File: config.mk
export PLATFORM = sky130hd
export DESIGN_NAME = valley_pick
export DESIGN_NICKNAME = d
export VERILOG_FILES = /design/src/rtl/valley_pkg.sv /design/src/rtl/vp_sync.sv /design/src/rtl/vp_hightime.sv /design/src/rtl/vp_sequencer.sv /design/src/rtl/valley_pick.sv
export SDC_FILE = /design/constraint.sdc
export NUM_CORES = 1
export LEC_CHECK = 0
export BUFFER_PORTS_ARGS = -buffer_cell sky130_fd_sc_hd__buf_4
export CORE_ASPECT_RATIO = 0.75
export CORE_MARGIN = 5
export CORE_UTILIZATION = 55
export CTS_CLUSTER_SIZE = 40
export DETAILED_ROUTE_END_ITERATION = 10
export GPL_ROUTABILITY_DRIVEN = 0
export MAX_ROUTING_LAYER = met4
export PLACE_DENSITY = 0.8
export SLEW_MARGIN = 20
export SYNTH_ARGS = -nofsm -noshare
export SYNTH_HDL_FRONTEND = slang
export SYNTH_SLANG_ARGS = --single-unit
File: constraint.sdc
create_clock -name clk -period 3.42 [get_ports clk]
set_clock_uncertainty 0.15 [all_clocks]
set_input_delay 0.342 -clock clk [delete_from_list [all_inputs] [get_ports clk]]
set_output_delay 0.342 -clock clk [all_outputs]
set_load 0.03 [all_outputs]
File: src/rtl/valley_pkg.sv
package valley_pkg;
  // hunt phase of the sequencer
  typedef enum logic {
    PH_IDLE = 1'b0,
    PH_HUNT = 1'b1
  } hunt_e;
endpackage

File: src/rtl/vp_sync.sv
module vp_sync #(
  parameter int STAGES = 2
) (
  input  logic clk,
  input  logic rst_n,
  input  logic d_async,
  output logic d_sync
);
  logic [STAGES-1:0] chain;

  generate
    if (STAGES == 1) begin : g_one
      always_ff @(posedge clk or negedge rst_n) begin
        if (!rst_n) chain <= '0;
        else        chain <= d_async;
      end
    end else begin : g_many
      always_ff @(posedge clk or negedge rst_n) begin
        if (!rst_n) chain <= '0;
        else        chain <= {chain[STAGES-2:0], d_async};
      end
    end
  endgenerate

  assign d_sync = chain[STAGES-1];
endmodule

File: src/rtl/vp_hightime.sv
module vp_hightime #(
  parameter int QUAL_CYC = 20
) (
  input  logic clk,
  input  logic rst_n,
  input  logic level,
  input  logic enable,
  input  logic clear,
  output logic qual_fall
);
  localparam int RW = $clog2(QUAL_CYC + 1);
  localparam logic [RW-1:0] QMAX = RW'(QUAL_CYC);

  logic [RW-1:0] run_q;

  // consecutive armed high samples, saturating at the qualification length
  always_ff @(posedge clk or negedge rst_n) begin
    if (!rst_n) begin
      run_q <= '0;
    end else if (clear || !enable || !level) begin
      run_q <= '0;
    end else if (run_q != QMAX) begin
      run_q <= run_q + 1'b1;
    end
  end

  assign qual_fall = enable && !level && (run_q == QMAX);
endmodule

File: src/rtl/vp_sequencer.sv
module vp_sequencer
  import valley_pkg::*;
#(
  parameter int CNT_W = 16,
  parameter int SEL_W = 4
) (
  input  logic             clk,
  input  logic             rst_n,
  input  logic             gate_off,
  input  logic             qual_fall,
  input  logic [CNT_W-1:0] blank_len,
  input  logic [CNT_W-1:0] timeout_len,
  input  logic [SEL_W-1:0] valley_sel,
  output logic             armed,
  output logic             valley_pulse,
  output logic             start_pulse,
  output logic             forced_pulse,
  output logic [SEL_W-1:0] valley_count
);
  localparam logic [CNT_W-1:0] EL_MAX  = '1;
  localparam logic [SEL_W-1:0] CNT_MAX = '1;

  hunt_e            phase_q;
  logic [CNT_W-1:0] elapsed_q;
  logic [SEL_W-1:0] cnt_nxt;
  logic             hit, sel_hit, expire;

  assign armed   = (phase_q == PH_HUNT) && (elapsed_q >= blank_len);
  assign hit     = armed && qual_fall;
  assign cnt_nxt = (valley_count == CNT_MAX) ? valley_count : valley_count + 1'b1;
  assign sel_hit = hit && (valley_sel != '0) && (cnt_nxt == valley_sel);
  assign expire  = (phase_q == PH_HUNT) && (elapsed_q == timeout_len) && !sel_hit;

  always_ff @(posedge clk or negedge rst_n) begin
    if (!rst_n) begin
      phase_q      <= PH_IDLE;
      elapsed_q    <= '0;
      valley_count <= '0;
      valley_pulse <= 1'b0;
      start_pulse  <= 1'b0;
      forced_pulse <= 1'b0;
    end else begin
      valley_pulse <= 1'b0;
      start_pulse  <= 1'b0;
      forced_pulse <= 1'b0;
      if (gate_off) begin
        phase_q      <= PH_HUNT;
        elapsed_q    <= '0;
        valley_count <= '0;
      end else if (phase_q == PH_HUNT) begin
        if (elapsed_q != EL_MAX) elapsed_q <= elapsed_q + 1'b1;
        if (hit) begin
          valley_pulse <= 1'b1;
          valley_count <= cnt_nxt;
        end
        if (sel_hit) begin
          start_pulse <= 1'b1;
          phase_q     <= PH_IDLE;
        end else if (expire) begin
          start_pulse  <= 1'b1;
          forced_pulse <= 1'b1;
          phase_q      <= PH_IDLE;
        end
      end
    end
  end
endmodule

File: src/rtl/valley_pick.sv
module valley_pick #(
  parameter int QUAL_CYC    = 20,
  parameter int SYNC_STAGES = 2,
  parameter int CNT_W       = 16,
  parameter int SEL_W       = 4
) (
  input  logic             clk,
  input  logic             rst_n,
  input  logic             cmp_raw,
  input  logic             gate_off,
  input  logic [CNT_W-1:0] blank_len,
  input  logic [CNT_W-1:0] timeout_len,
  input  logic [SEL_W-1:0] valley_sel,
  output logic             valley_pulse,
  output logic             start_pulse,
  output logic             forced_pulse,
  output logic [SEL_W-1:0] valley_count
);
  logic cmp_s;
  logic armed;
  logic qual_fall;

  vp_sync #(.STAGES(SYNC_STAGES)) u_sync (
    .clk     (clk),
    .rst_n   (rst_n),
    .d_async (cmp_raw),
    .d_sync  (cmp_s)
  );

  vp_hightime #(.QUAL_CYC(QUAL_CYC)) u_high (
    .clk       (clk),
    .rst_n     (rst_n),
    .level     (cmp_s),
    .enable    (armed),
    .clear     (gate_off),
    .qual_fall (qual_fall)
  );

  vp_sequencer #(.CNT_W(CNT_W), .SEL_W(SEL_W)) u_seq (
    .clk          (clk),
    .rst_n        (rst_n),
    .gate_off     (gate_off),
    .qual_fall    (qual_fall),
    .blank_len    (blank_len),
    .timeout_len  (timeout_len),
    .valley_sel   (valley_sel),
    .armed        (armed),
    .valley_pulse (valley_pulse),
    .start_pulse  (start_pulse),
    .forced_pulse (forced_pulse),
    .valley_count (valley_count)
  );
endmodule

==> report_table.html, run 1 <==
<table>
<tr><th>Metric</th><th>Value</th></tr>
<tr><th colspan="2">Floorplan</th></tr>
<tr><td>Die width</td><td>slightly above 80 um</td></tr>
<tr><td>Count of standard-cell rows</td><td>19</td></tr>
<tr><td>Total die area</td><td>5383 um2</td></tr>
<tr><td>Die span in y</td><td>roughly 65 um</td></tr>
<tr><td>Effective utilization at floorplan</td><td>slightly below 60%</td></tr>
<tr><td>Top-Level Pins</td><td>between 40 and 50</td></tr>
<tr><td>Area of the core</td><td>between 3000 and 4000 um2</td></tr>
<tr><th colspan="2">Global routing</th></tr>
<tr><td>Antenna violations before repair</td><td>0</td></tr>
<tr><td>Largest net degree at the start of global routing</td><td>32</td></tr>
<tr><td>Global Route Usage Sum</td><td>20.40%</td></tr>
<tr><td>Via count of the first global-routing pass</td><td>between 1500 and 2000</td></tr>
<tr><td>First-pass GRT wire length</td><td>~8.6 mm</td></tr>
<tr><td>Total congestion overflow after global routing</td><td>0</td></tr>
<tr><th colspan="2">Power</th></tr>
<tr><td>Total power density per cell area</td><td>313.1 nW/um2</td></tr>
<tr><td>Combinational cell fraction of total power</td><td>11.4%</td></tr>
<tr><td>Static Leakage</td><td>about 1.3 nW</td></tr>
<tr><td>Sequential group share of total power</td><td>roughly 44%</td></tr>
<tr><td>Final Power</td><td>between 0.8 and 0.9 mW</td></tr>
<tr><td>Clock network power share</td><td>approximately 44%</td></tr>
<tr><td>Sw Pwr</td><td>0.1908 mW</td></tr>
<tr><td>Internal Pwr Total</td><td>roughly 0.66 mW</td></tr>
<tr><td>Switching Fraction</td><td>between 20 and 25%</td></tr>
<tr><td>Peak supply drop</td><td>around 0.25 mV</td></tr>
<tr><th colspan="2">Yosys</th></tr>
<tr><td>Post-synthesis instance area</td><td>roughly 2200 um2</td></tr>
<tr><td>Predominant post-synthesis flop cell</td><td>sky130_fd_sc_hd__dfrtp_1</td></tr>
<tr><td>Number of synthesized register bits</td><td>31</td></tr>
<tr><td>EDFF count, synth</td><td>0</td></tr>
<tr><td>Sequential cell area fraction in the yosys report</td><td>around a third</td></tr>
<tr><td>Mean cell area of the mapped netlist</td><td>9.292 um2</td></tr>
<tr><td>Proportion of register bits with asynchronous set or reset after synthesis</td><td>100.0%</td></tr>
<tr><td>Net count after synthesis</td><td>about 300</td></tr>
<tr><td>Number of instances in the synthesized netlist</td><td>about 240</td></tr>
<tr><td>Synth Warn #</td><td>0</td></tr>
<tr><td>Number of different library cells in the post-synthesis netlist</td><td>44</td></tr>
<tr><th colspan="2">Final layout</th></tr>
<tr><td>Share of final-layout standard cells stronger than drive strength 1</td><td>approximately a fifth</td></tr>
<tr><td>Total non-filler cell area in the finished layout</td><td>~2700 um2</td></tr>
<tr><td>Number of antenna diodes</td><td>0</td></tr>
<tr><td>Count of nets after finishing</td><td>between 300 and 400</td></tr>
<tr><td>P&amp;R area growth vs syn</td><td>23.30%</td></tr>
<tr><td>Post-layout instance count excluding filler cells</td><td>about 340</td></tr>
<tr><td>Most frequent standard cell in the layout excluding fill and tap cells</td><td>sky130_fd_sc_hd__buf_4</td></tr>
<tr><td>Commonest non-fill, non-tap cells in the layout</td><td>sky130_fd_sc_hd__buf_4, sky130_fd_sc_hd__dfrtp_1, sky130_fd_sc_hd__nor2_1</td></tr>
<tr><td>Number of inserted filler cells in the final layout</td><td>approximately 300</td></tr>
<tr><th colspan="2">Worst setup path</th></tr>
<tr><td>Max stage delay on crit path</td><td>between 0.4 and 0.5 ns</td></tr>
<tr><td>Critical path, cell by cell</td><td>ha_1 &gt; and4_1 &gt; o211ai_1 &gt; or3_4 &gt; a41oi_4 &gt; o211ai_2 &gt; a31o_1</td></tr>
<tr><td>Launching element type of the critical path</td><td>flop</td></tr>
<tr><td>Sort of element at the end of the critical path</td><td>flop</td></tr>
<tr><td>CP Class</td><td>flop to flop</td></tr>
<tr><td>CP Buf/Inv Count</td><td>0</td></tr>
<tr><td>Slowest library cell on the worst path</td><td>sky130_fd_sc_hd__dfrtp_1</td></tr>
<tr><td>CP top delay family</td><td>compound AO/OA/AOI/OAI gates</td></tr>
<tr><td>Required @ worst endpoint</td><td>roughly 3.5 ns</td></tr>
<tr><td>Arrival time at the worst endpoint</td><td>approximately 2.7 ns</td></tr>
<tr><td>Largest driver fanout on the critical path</td><td>10</td></tr>
<tr><th colspan="2">Clock tree</th></tr>
<tr><td>Depth of the CTS H-tree</td><td>2</td></tr>
<tr><td>Post CTS Setup Buffer Count</td><td>0</td></tr>
<tr><td>Number of CTS-inserted buffers</td><td>5</td></tr>
<tr><td>Clk Tree Root Cell</td><td>sky130_fd_sc_hd__clkbuf_8</td></tr>
<tr><td>Maximum buffer depth of the clock tree</td><td>2</td></tr>
<tr><td>Clock tree sinks</td><td>31</td></tr>
<tr><td>Insertion delay to the later sink of the worst-skew pair</td><td>about 0.28 ns</td></tr>
<tr><td>TritonCTS clock tree</td><td>yes</td></tr>
<tr><td>Reg clk slew, reported paths</td><td>around 0.07 ns</td></tr>
<tr><th colspan="2">STA</th></tr>
<tr><td>Time the final worst path needs with I/O delays and setup</td><td>2.657 ns</td></tr>
<tr><td>Sum of negative setup slack</td><td>0 ns</td></tr>
<tr><td>Transition time at the pin with the least slew margin</td><td>between 0.5 and 0.6 ns</td></tr>
<tr><td>Highest attainable clock frequency</td><td>about 0.38 GHz</td></tr>
<tr><td>Final setup violation count</td><td>0</td></tr>
<tr><td>Count of endpoints failing hold in the final timing report</td><td>0</td></tr>
<tr><td>Final count of pins violating max slew</td><td>0</td></tr>
<tr><td>Fraction of the cycle the final worst path needs</td><td>~78%</td></tr>
<tr><td>RSZ-0062 raised after global routing</td><td>false</td></tr>
<tr><td>Worst slew slack as a fraction of its limit</td><td>a little over three fifths</td></tr>
<tr><th colspan="2">Placement</th></tr>
<tr><td>Port Buffer Count</td><td>between 40 and 50</td></tr>
<tr><td>Cell Area, Placed</td><td>~2600 um2</td></tr>
<tr><td>Number of cells after detailed placement</td><td>329</td></tr>
<tr><td>DP Wirelength</td><td>approximately 3.8 mm</td></tr>
<tr><th colspan="2">Worst hold path</th></tr>
<tr><td>Hold/Removal Path Class</td><td>input pin to flop</td></tr>
<tr><th colspan="2">Route</th></tr>
<tr><td>DRC violations left</td><td>0</td></tr>
<tr><td>Post-route antenna net violation count</td><td>0</td></tr>
<tr><td>Total number of vias</td><td>1855</td></tr>
<tr><td>Wire length per cell</td><td>between 10 and 15 um</td></tr>
<tr><td>First-pass DRT Iterations</td><td>4</td></tr>
<tr><td>Vias per cell</td><td>5.488</td></tr>
<tr><td>Total routed wirelength</td><td>about 5 mm</td></tr>
<tr><td>DRT iter0 DRCs</td><td>85</td></tr>
<tr><th colspan="2">Run</th></tr>
<tr><td>Number of maximum-capacitance violations</td><td>0</td></tr>
<tr><th colspan="2">Run status</th></tr>
<tr><td>Status</td><td>finished clean</td></tr>
</table>
[metrics by stage]
step,hold WS [ns],util [%],worst slack [ns]
floorplan,-0.1036,-,1.031
global route,0.003537,72.29,0.6393
global placement,0.1486,68.89,0.8251
CTS,0.009652,72.29,0.7690
finish,0.01063,72.29,0.7632
detailed placement,0.1510,68.89,0.7906
[logic make-up after synthesis]
kind of cell / after synthesis / synth area share [%]
XOR/XNOR: 33 / 13.13
buffers and inverters: 26 / 4.545
adder cells (fa/ha/maj): 20 / 11.36
flip-flops: 31 / 35.23
AND/OR/NAND/NOR: 88 / 21.82
multiplexers: 5 / 2.273
AO/OA/AOI/OAI: 34 / 11.65
[worst register-to-register path, delay by kind of cell (launching register included)]
| family | cells | cell delay, ns |
|---|---|---|
| adder cells (fa/ha/maj) | 1 | 0.35 |
| flip-flops | 1 | 0.46 |
| AO/OA/AOI/OAI | 4 | 0.91 |
| AND/OR/NAND/NOR | 2 | 0.68 |
[sequential cells by signal, indices dropped and copies added (netlist names)]
name,cells
u_seq.elapsed_q,16
u_high.run_q,5
u_seq.valley_count,4
u_sync.chain,2
u_seq.forced_pulse,1
u_seq.phase_q,1
u_seq.start_pulse,1
u_seq.valley_pulse,1
[layer usage]
| layer | track usage, % | up-vias | wire, um | part of all wire [%] |
|---|---|---|---|---|
| met4 | 5.102 | 0 | 56 | 1.1 |
| met3 | 4.430 | 7 | 278 | 5.6 |
| met5 | - | - | 0 | 0 |
| li1 | - | 929 | - | - |
| met2 | 29.90 | 53 | 2243 | 45 |
| met1 | 28.81 | 866 | 2404 | 48 |
[layout make-up]
cell class / count / area (um2) / area share, %
Clock buffer: 6 / 82.58 / 3.041
Sequential cell: 31 / 775.7 / 28.57
Multi-Input combinational cell: 180 / 1326 / 48.85
Inverter: 20 / 75.07 / 2.765
Tap cell: 52 / 65.06 / 2.396
Clock inverter: 2 / 35.03 / 1.290
Timing Repair Buffer: 47 / 355.3 / 13.09
[power groups by stage]
stage,Combinational (mW),Clock [mW],Sequential (mW)
floorplan,0.0403,0,0.382
global placement,0.0939,0,0.382
detailed placement,0.0967,0,0.383
CTS,0.0985,0.380,0.376
global route,0.110,0.397,0.376
finish,0.0973,0.377,0.376
[path summary, 6_finish.rpt]
check / start / cells after the start / end / slack (ns)
max in group asynchronous: rst_n / 2 / u_seq.elapsed_q[4] / 2.46
min in group asynchronous: rst_n / 2 / u_seq.elapsed_q[11] / 0.37
min: cmp_raw / 1 / u_sync.chain[0] / 0.01
min reg2reg: u_sync.chain[0] / 0 / u_sync.chain[1] / 0.21
max: u_seq.elapsed_q[11] / 7 / u_seq.phase_q / 0.76
max reg2reg: u_seq.elapsed_q[11] / 7 / u_seq.phase_q / 0.76
[timing repair]
action / 4_1_cts / 5_1_grt
hold buffers: 1 / 0
hold endpoints to repair: 31 / 0
resized for setup: 0 / 0
[synthesized netlist by cell type (2+ instances only)]
cell type / count / area share (%)
sky130_fd_sc_hd__a21oi_1: 12 / 2.7
sky130_fd_sc_hd__and2_1: 2 / 0.57
sky130_fd_sc_hd__and3_1: 5 / 1.4
sky130_fd_sc_hd__and4_1: 5 / 2.0
sky130_fd_sc_hd__buf_2: 2 / 0.45
sky130_fd_sc_hd__clkbuf_1: 4 / 0.68
sky130_fd_sc_hd__dfrtp_1: 31 / 35
sky130_fd_sc_hd__ha_1: 20 / 11
sky130_fd_sc_hd__inv_1: 20 / 3.4
sky130_fd_sc_hd__mux2i_1: 5 / 2.3
sky130_fd_sc_hd__nand2_1: 9 / 1.5
sky130_fd_sc_hd__nand2b_1: 3 / 0.85
sky130_fd_sc_hd__nand3_1: 12 / 2.7
sky130_fd_sc_hd__nand4_1: 9 / 2.6
sky130_fd_sc_hd__nand4b_1: 2 / 0.80
sky130_fd_sc_hd__nor2_1: 26 / 4.4
sky130_fd_sc_hd__nor2b_1: 3 / 0.85
sky130_fd_sc_hd__nor3_1: 2 / 0.45
sky130_fd_sc_hd__nor3b_1: 5 / 1.7
sky130_fd_sc_hd__o21ai_0: 5 / 1.1
sky130_fd_sc_hd__xnor2_1: 24 / 9.5
sky130_fd_sc_hd__xor2_1: 9 / 3.6
No activity file was read; power rests on OpenSTA's default activity.
==> inputs of run 2 (changes only) <==
--- a/config.mk
+++ b/config.mk
@@ -8,12 +8,12 @@
 export BUFFER_PORTS_ARGS = -buffer_cell sky130_fd_sc_hd__buf_4
 export CORE_ASPECT_RATIO = 0.75
 export CORE_MARGIN = 5
-export CORE_UTILIZATION = 55
+export CORE_UTILIZATION = 49
 export CTS_CLUSTER_SIZE = 40
 export DETAILED_ROUTE_END_ITERATION = 10
 export GPL_ROUTABILITY_DRIVEN = 0
 export MAX_ROUTING_LAYER = met4
-export PLACE_DENSITY = 0.8
+export PLACE_DENSITY = 0.76
 export SLEW_MARGIN = 20
 export SYNTH_ARGS = -nofsm -noshare
 export SYNTH_HDL_FRONTEND = slang
==> constraint.sdc (replaced) <==
create_clock -name clk -period 2.3 [get_ports clk]
set_clock_uncertainty 0.15 [all_clocks]
set_input_delay 0.23 -clock clk [delete_from_list [all_inputs] [get_ports clk]]
set_output_delay 0.23 -clock clk [all_outputs]
set_load 0.03 [all_outputs]
==> run 2 against run 1 <==
Against the previous run: first-iteration DRC count is 34% higher; final area is 16% higher; critical path depth did not move; sequential cell count unchanged; combinational power grew 93%; the flow now finishes with violations (negative setup slack); via count increased by 11%.
==> report_table.html, run 2 (synthesized netlist as in run 1, its figures left out) <==
<table>
<tr><th>Metric</th><th>Value</th></tr>
<tr><th colspan="2">Power</th></tr>
<tr><td>Internal Pwr Total</td><td>1.005 mW (+52%)</td></tr>
<tr><td>Static Leakage</td><td>1.473 nW (+15%)</td></tr>
<tr><td>Combinational cell fraction of total power</td><td>14.4% (+3.0 points)</td></tr>
<tr><td>Clock network power share</td><td>43.4% (-0.9 points)</td></tr>
<tr><td>Sequential group share of total power</td><td>42.3% (-1.9 points)</td></tr>
<tr><td>Peak supply drop</td><td>0.2534 mV (+2.0%)</td></tr>
<tr><td>Sw Pwr</td><td>0.3073 mW (+61%)</td></tr>
<tr><td>Switching Fraction</td><td>23.42% (+0.98 points)</td></tr>
<tr><td>Total power density per cell area</td><td>415.4 nW/um2 (+33%)</td></tr>
<tr><th colspan="2">Final layout</th></tr>
<tr><td>Most frequent standard cell in the layout excluding fill and tap cells</td><td>sky130_fd_sc_hd__buf_4</td></tr>
<tr><td>Post-layout instance count excluding filler cells</td><td>378 (+12%)</td></tr>
<tr><td>Max reg flops</td><td>16 (unchanged)</td></tr>
<tr><td>Regs by FF count</td><td>u_seq.elapsed_q x16, u_high.run_q x5, u_seq.valley_count x4</td></tr>
<tr><td>Register bank with the most flops</td><td>u_seq.elapsed_q</td></tr>
<tr><td>Share of final-layout standard cells stronger than drive strength 1</td><td>35.20% (+15 points)</td></tr>
<tr><td>Fin util</td><td>71.54% (-0.74 points)</td></tr>
<tr><td>Total non-filler cell area in the finished layout</td><td>3158 um2 (+16%)</td></tr>
<tr><td>Commonest non-fill, non-tap cells in the layout</td><td>sky130_fd_sc_hd__buf_4, sky130_fd_sc_hd__dfrtp_1, sky130_fd_sc_hd__nor2_1</td></tr>
<tr><td>Number of antenna diodes</td><td>0 (unchanged)</td></tr>
<tr><td>Count of nets after finishing</td><td>380 (+10%)</td></tr>
<tr><td>P&amp;R area growth vs syn</td><td>43.41%</td></tr>
<tr><th colspan="2">Worst setup path</th></tr>
<tr><td>Start of the worst register-to-register path</td><td>u_seq.elapsed_q[11]</td></tr>
<tr><td>Critical path, cell by cell</td><td>ha_4 &gt; and4_4 &gt; o211ai_1 &gt; or3_4 &gt; a41oi_4 &gt; o211ai_2 &gt; nor3b_2</td></tr>
<tr><td>Largest driver fanout on the critical path</td><td>6 (-4)</td></tr>
<tr><td>Worst R2R End</td><td>u_seq.forced_pulse</td></tr>
<tr><td>Required @ worst endpoint</td><td>2.31 ns (-1.14 ns)</td></tr>
<tr><td>Arrival time at the worst endpoint</td><td>2.35 ns (-0.33 ns)</td></tr>
<tr><td>Depth of the most critical reg-to-reg path</td><td>7 (unchanged)</td></tr>
<tr><td>CP Class</td><td>flop to flop</td></tr>
<tr><td>Launching element type of the critical path</td><td>flop</td></tr>
<tr><td>Slowest library cell on the worst path</td><td>sky130_fd_sc_hd__dfrtp_1</td></tr>
<tr><td>Max stage delay on crit path</td><td>0.41 ns (-0.05 ns)</td></tr>
<tr><td>Sort of element at the end of the critical path</td><td>flop</td></tr>
<tr><td>Slack of the worst reg-to-reg path</td><td>-0.04 ns (-0.80 ns)</td></tr>
<tr><th colspan="2">Worst hold path</th></tr>
<tr><td>Hold-critical path endpoint</td><td>u_seq.valley_pulse</td></tr>
<tr><td>Hold/Removal Path Class</td><td>input pin to flop</td></tr>
<tr><td>Hold wc startpoint</td><td>gate_off</td></tr>
<tr><td>Number of stages on the worst hold path</td><td>2 (+1)</td></tr>
<tr><th colspan="2">Placement</th></tr>
<tr><td>Worst slack at placement</td><td>-0.1695 ns (-0.9601 ns)</td></tr>
<tr><td>DP Wirelength</td><td>4.110 mm (+7.5%)</td></tr>
<tr><td>Cell Area, Placed</td><td>2774 um2 (+7.2%)</td></tr>
<tr><td>Port Buffer Count</td><td>46 (unchanged)</td></tr>
<tr><td>Number of cells after detailed placement</td><td>358 (+8.8%)</td></tr>
<tr><th colspan="2">STA</th></tr>
<tr><td>Final setup violation count</td><td>5 (+5)</td></tr>
<tr><td>Highest attainable clock frequency</td><td>0.4271 GHz (+13%)</td></tr>
<tr><td>Fraction of the cycle the final worst path needs</td><td>101.8% (+24 points)</td></tr>
<tr><td>Time the final worst path needs with I/O delays and setup</td><td>2.341 ns (-0.3155 ns)</td></tr>
<tr><td>Worst slew slack as a fraction of its limit</td><td>67.38% (+4.9 points)</td></tr>
<tr><td>Transition time at the pin with the least slew margin</td><td>0.4841 ns (-0.07371 ns)</td></tr>
<tr><td>Final worst slack</td><td>-0.04132 ns (-0.8045 ns)</td></tr>
<tr><td>Final count of pins violating max slew</td><td>0 (unchanged)</td></tr>
<tr><td>Count of endpoints failing hold in the final timing report</td><td>0 (unchanged)</td></tr>
<tr><td>Sum of negative setup slack</td><td>-0.1234 ns (-0.1234 ns)</td></tr>
<tr><td>RSZ-0062 raised after global routing</td><td>true</td></tr>
<tr><th colspan="2">Route</th></tr>
<tr><td>Total number of vias</td><td>2054 (+11%)</td></tr>
<tr><td>Vias per cell</td><td>5.434 (-0.99%)</td></tr>
<tr><td>DRT iter0 DRCs</td><td>114 (+34%)</td></tr>
<tr><td>Post-route antenna net violation count</td><td>0 (unchanged)</td></tr>
<tr><td>First-pass DRT Iterations</td><td>4 (unchanged)</td></tr>
<tr><td>Total routed wirelength</td><td>5.958 mm (+20%)</td></tr>
<tr><td>Wire length per cell</td><td>15.76 um (+6.9%)</td></tr>
<tr><td>DRC violations left</td><td>0 (unchanged)</td></tr>
<tr><th colspan="2">Clock tree</th></tr>
<tr><td>Insertion delay to the later sink of the worst-skew pair</td><td>0.29 ns (about the same)</td></tr>
<tr><td>Maximum buffer depth of the clock tree</td><td>2 (unchanged)</td></tr>
<tr><td>Clock tree sinks</td><td>31 (unchanged)</td></tr>
<tr><td>TritonCTS clock tree</td><td>yes</td></tr>
<tr><td>Depth of the CTS H-tree</td><td>2 (unchanged)</td></tr>
<tr><td>Reg clk slew, reported paths</td><td>0.07 ns (about the same)</td></tr>
<tr><td>Number of CTS-inserted buffers</td><td>5 (unchanged)</td></tr>
<tr><td>Clk Tree Root Cell</td><td>sky130_fd_sc_hd__clkbuf_8</td></tr>
<tr><th colspan="2">Floorplan</th></tr>
<tr><td>Effective utilization at floorplan</td><td>49.89% (-8.7 points)</td></tr>
<tr><td>Area of the core</td><td>4414 um2 (+18%)</td></tr>
<tr><td>Die span in y</td><td>68.06 um (+5.0%)</td></tr>
<tr><td>Count of standard-cell rows</td><td>21 (+2)</td></tr>
<tr><td>Die width</td><td>87.41 um (+5.2%)</td></tr>
<tr><td>Top-Level Pins</td><td>47 (unchanged)</td></tr>
<tr><td>Total die area</td><td>5949 um2 (+11%)</td></tr>
<tr><th colspan="2">Run status</th></tr>
<tr><td>Violated checks</td><td>negative setup slack</td></tr>
<tr><td>Status</td><td>finished, violations left</td></tr>
<tr><th colspan="2">Global routing</th></tr>
<tr><td>Largest net degree at the start of global routing</td><td>32 (unchanged)</td></tr>
<tr><td>Antenna violations before repair</td><td>0 (unchanged)</td></tr>
<tr><td>Via count of the first global-routing pass</td><td>1947 (+8.3%)</td></tr>
<tr><td>Total congestion overflow after global routing</td><td>0 (unchanged)</td></tr>
<tr><td>First-pass GRT wire length</td><td>9.273 mm (+7.5%)</td></tr>
<tr><td>Global Route Usage Sum</td><td>21.23% (+0.83 points)</td></tr>
<tr><th colspan="2">Run</th></tr>
<tr><td>Number of maximum-capacitance violations</td><td>0 (unchanged)</td></tr>
</table>
-- run 2: changes by cell type in the layout (fill, tap and decap cells not counted), sizes merged --
| cell | change |
|---|---|
| dlygate4sd3 | +1 |
| buf | +34 |
-- run 2: worst max-delay path by stage --
stage / from / endpoint / slack (ns) / cells after the start
3_3_place_gp: u_seq.elapsed_q[13] / u_seq.phase_q / -0.02 / 7
5_1_grt: u_seq.elapsed_q[11] / u_seq.forced_pulse / -0.13 / 7
6_report: u_seq.elapsed_q[11] / u_seq.forced_pulse / -0.04 / 7
3_5_place_dp: u_seq.elapsed_q[0] / u_seq.valley_count[3] / -0.17 / 9
4_1_cts: u_seq.elapsed_q[14] / u_seq.phase_q / -0.06 / 7
2_1_floorplan: u_seq.elapsed_q[13] / u_seq.phase_q / 0.01 / 7
-- run 2: power by group through the flow --
stage	combinational, mW	sequential [mW]	clock [mW]
after detailed placement	0.161	0.565	0
after global routing	0.207	0.555	0.600
final	0.188	0.554	0.569
after global placement	0.157	0.565	0
after floorplan	0.0600	0.567	0
after CTS	0.182	0.554	0.572
-- run 2: per-stage QoR --
stage                     hold WS [ns]  power, mW
after floorplan                -0.2156     0.6274
after global placement         0.04115     0.7216
after detailed placement       0.03993     0.7260
after CTS                       0.1560      1.308
after global routing            0.1825      1.362
final                           0.1727      1.312
-- run 2: layer usage --
metal  up-vias  GRT usage (%)  part of all wire [%]
li1        995              -                     -
met1      1001          27.72                    42
met2        49          33.27                    51
met3         9          4.452                   5.4
met4         0          6.705                   1.2
met5         -              -                     0
-- run 2: worst max-delay path: cells and delay by family, from the launching register on --
| kind | cells | cell delay, ns |
|---|---|---|
| compound gates | 3 | 0.55 |
| simple gates | 3 | 0.82 |
| flops | 1 | 0.41 |
| fa+ha+maj | 1 | 0.28 |
-- run 2: layout make-up --
type	instances	area [um2]
multi-input cells	180	1486
fillers	332	1256
flip-flops and latches	31	775.7
repair buffers	82	631.9
clock buffers	6	82.58
inverters	20	75.07
well taps	57	71.32
clock inverters	2	35.03
-- run 2: repair_timing --
item                                   CTS  global route
buffers inserted                         5             6
endpoints found under the hold margin   32             0
hold buffers                             2             0
pin swaps                               13            13
resized for setup                       13            15
setup endpoints to repair               13            12
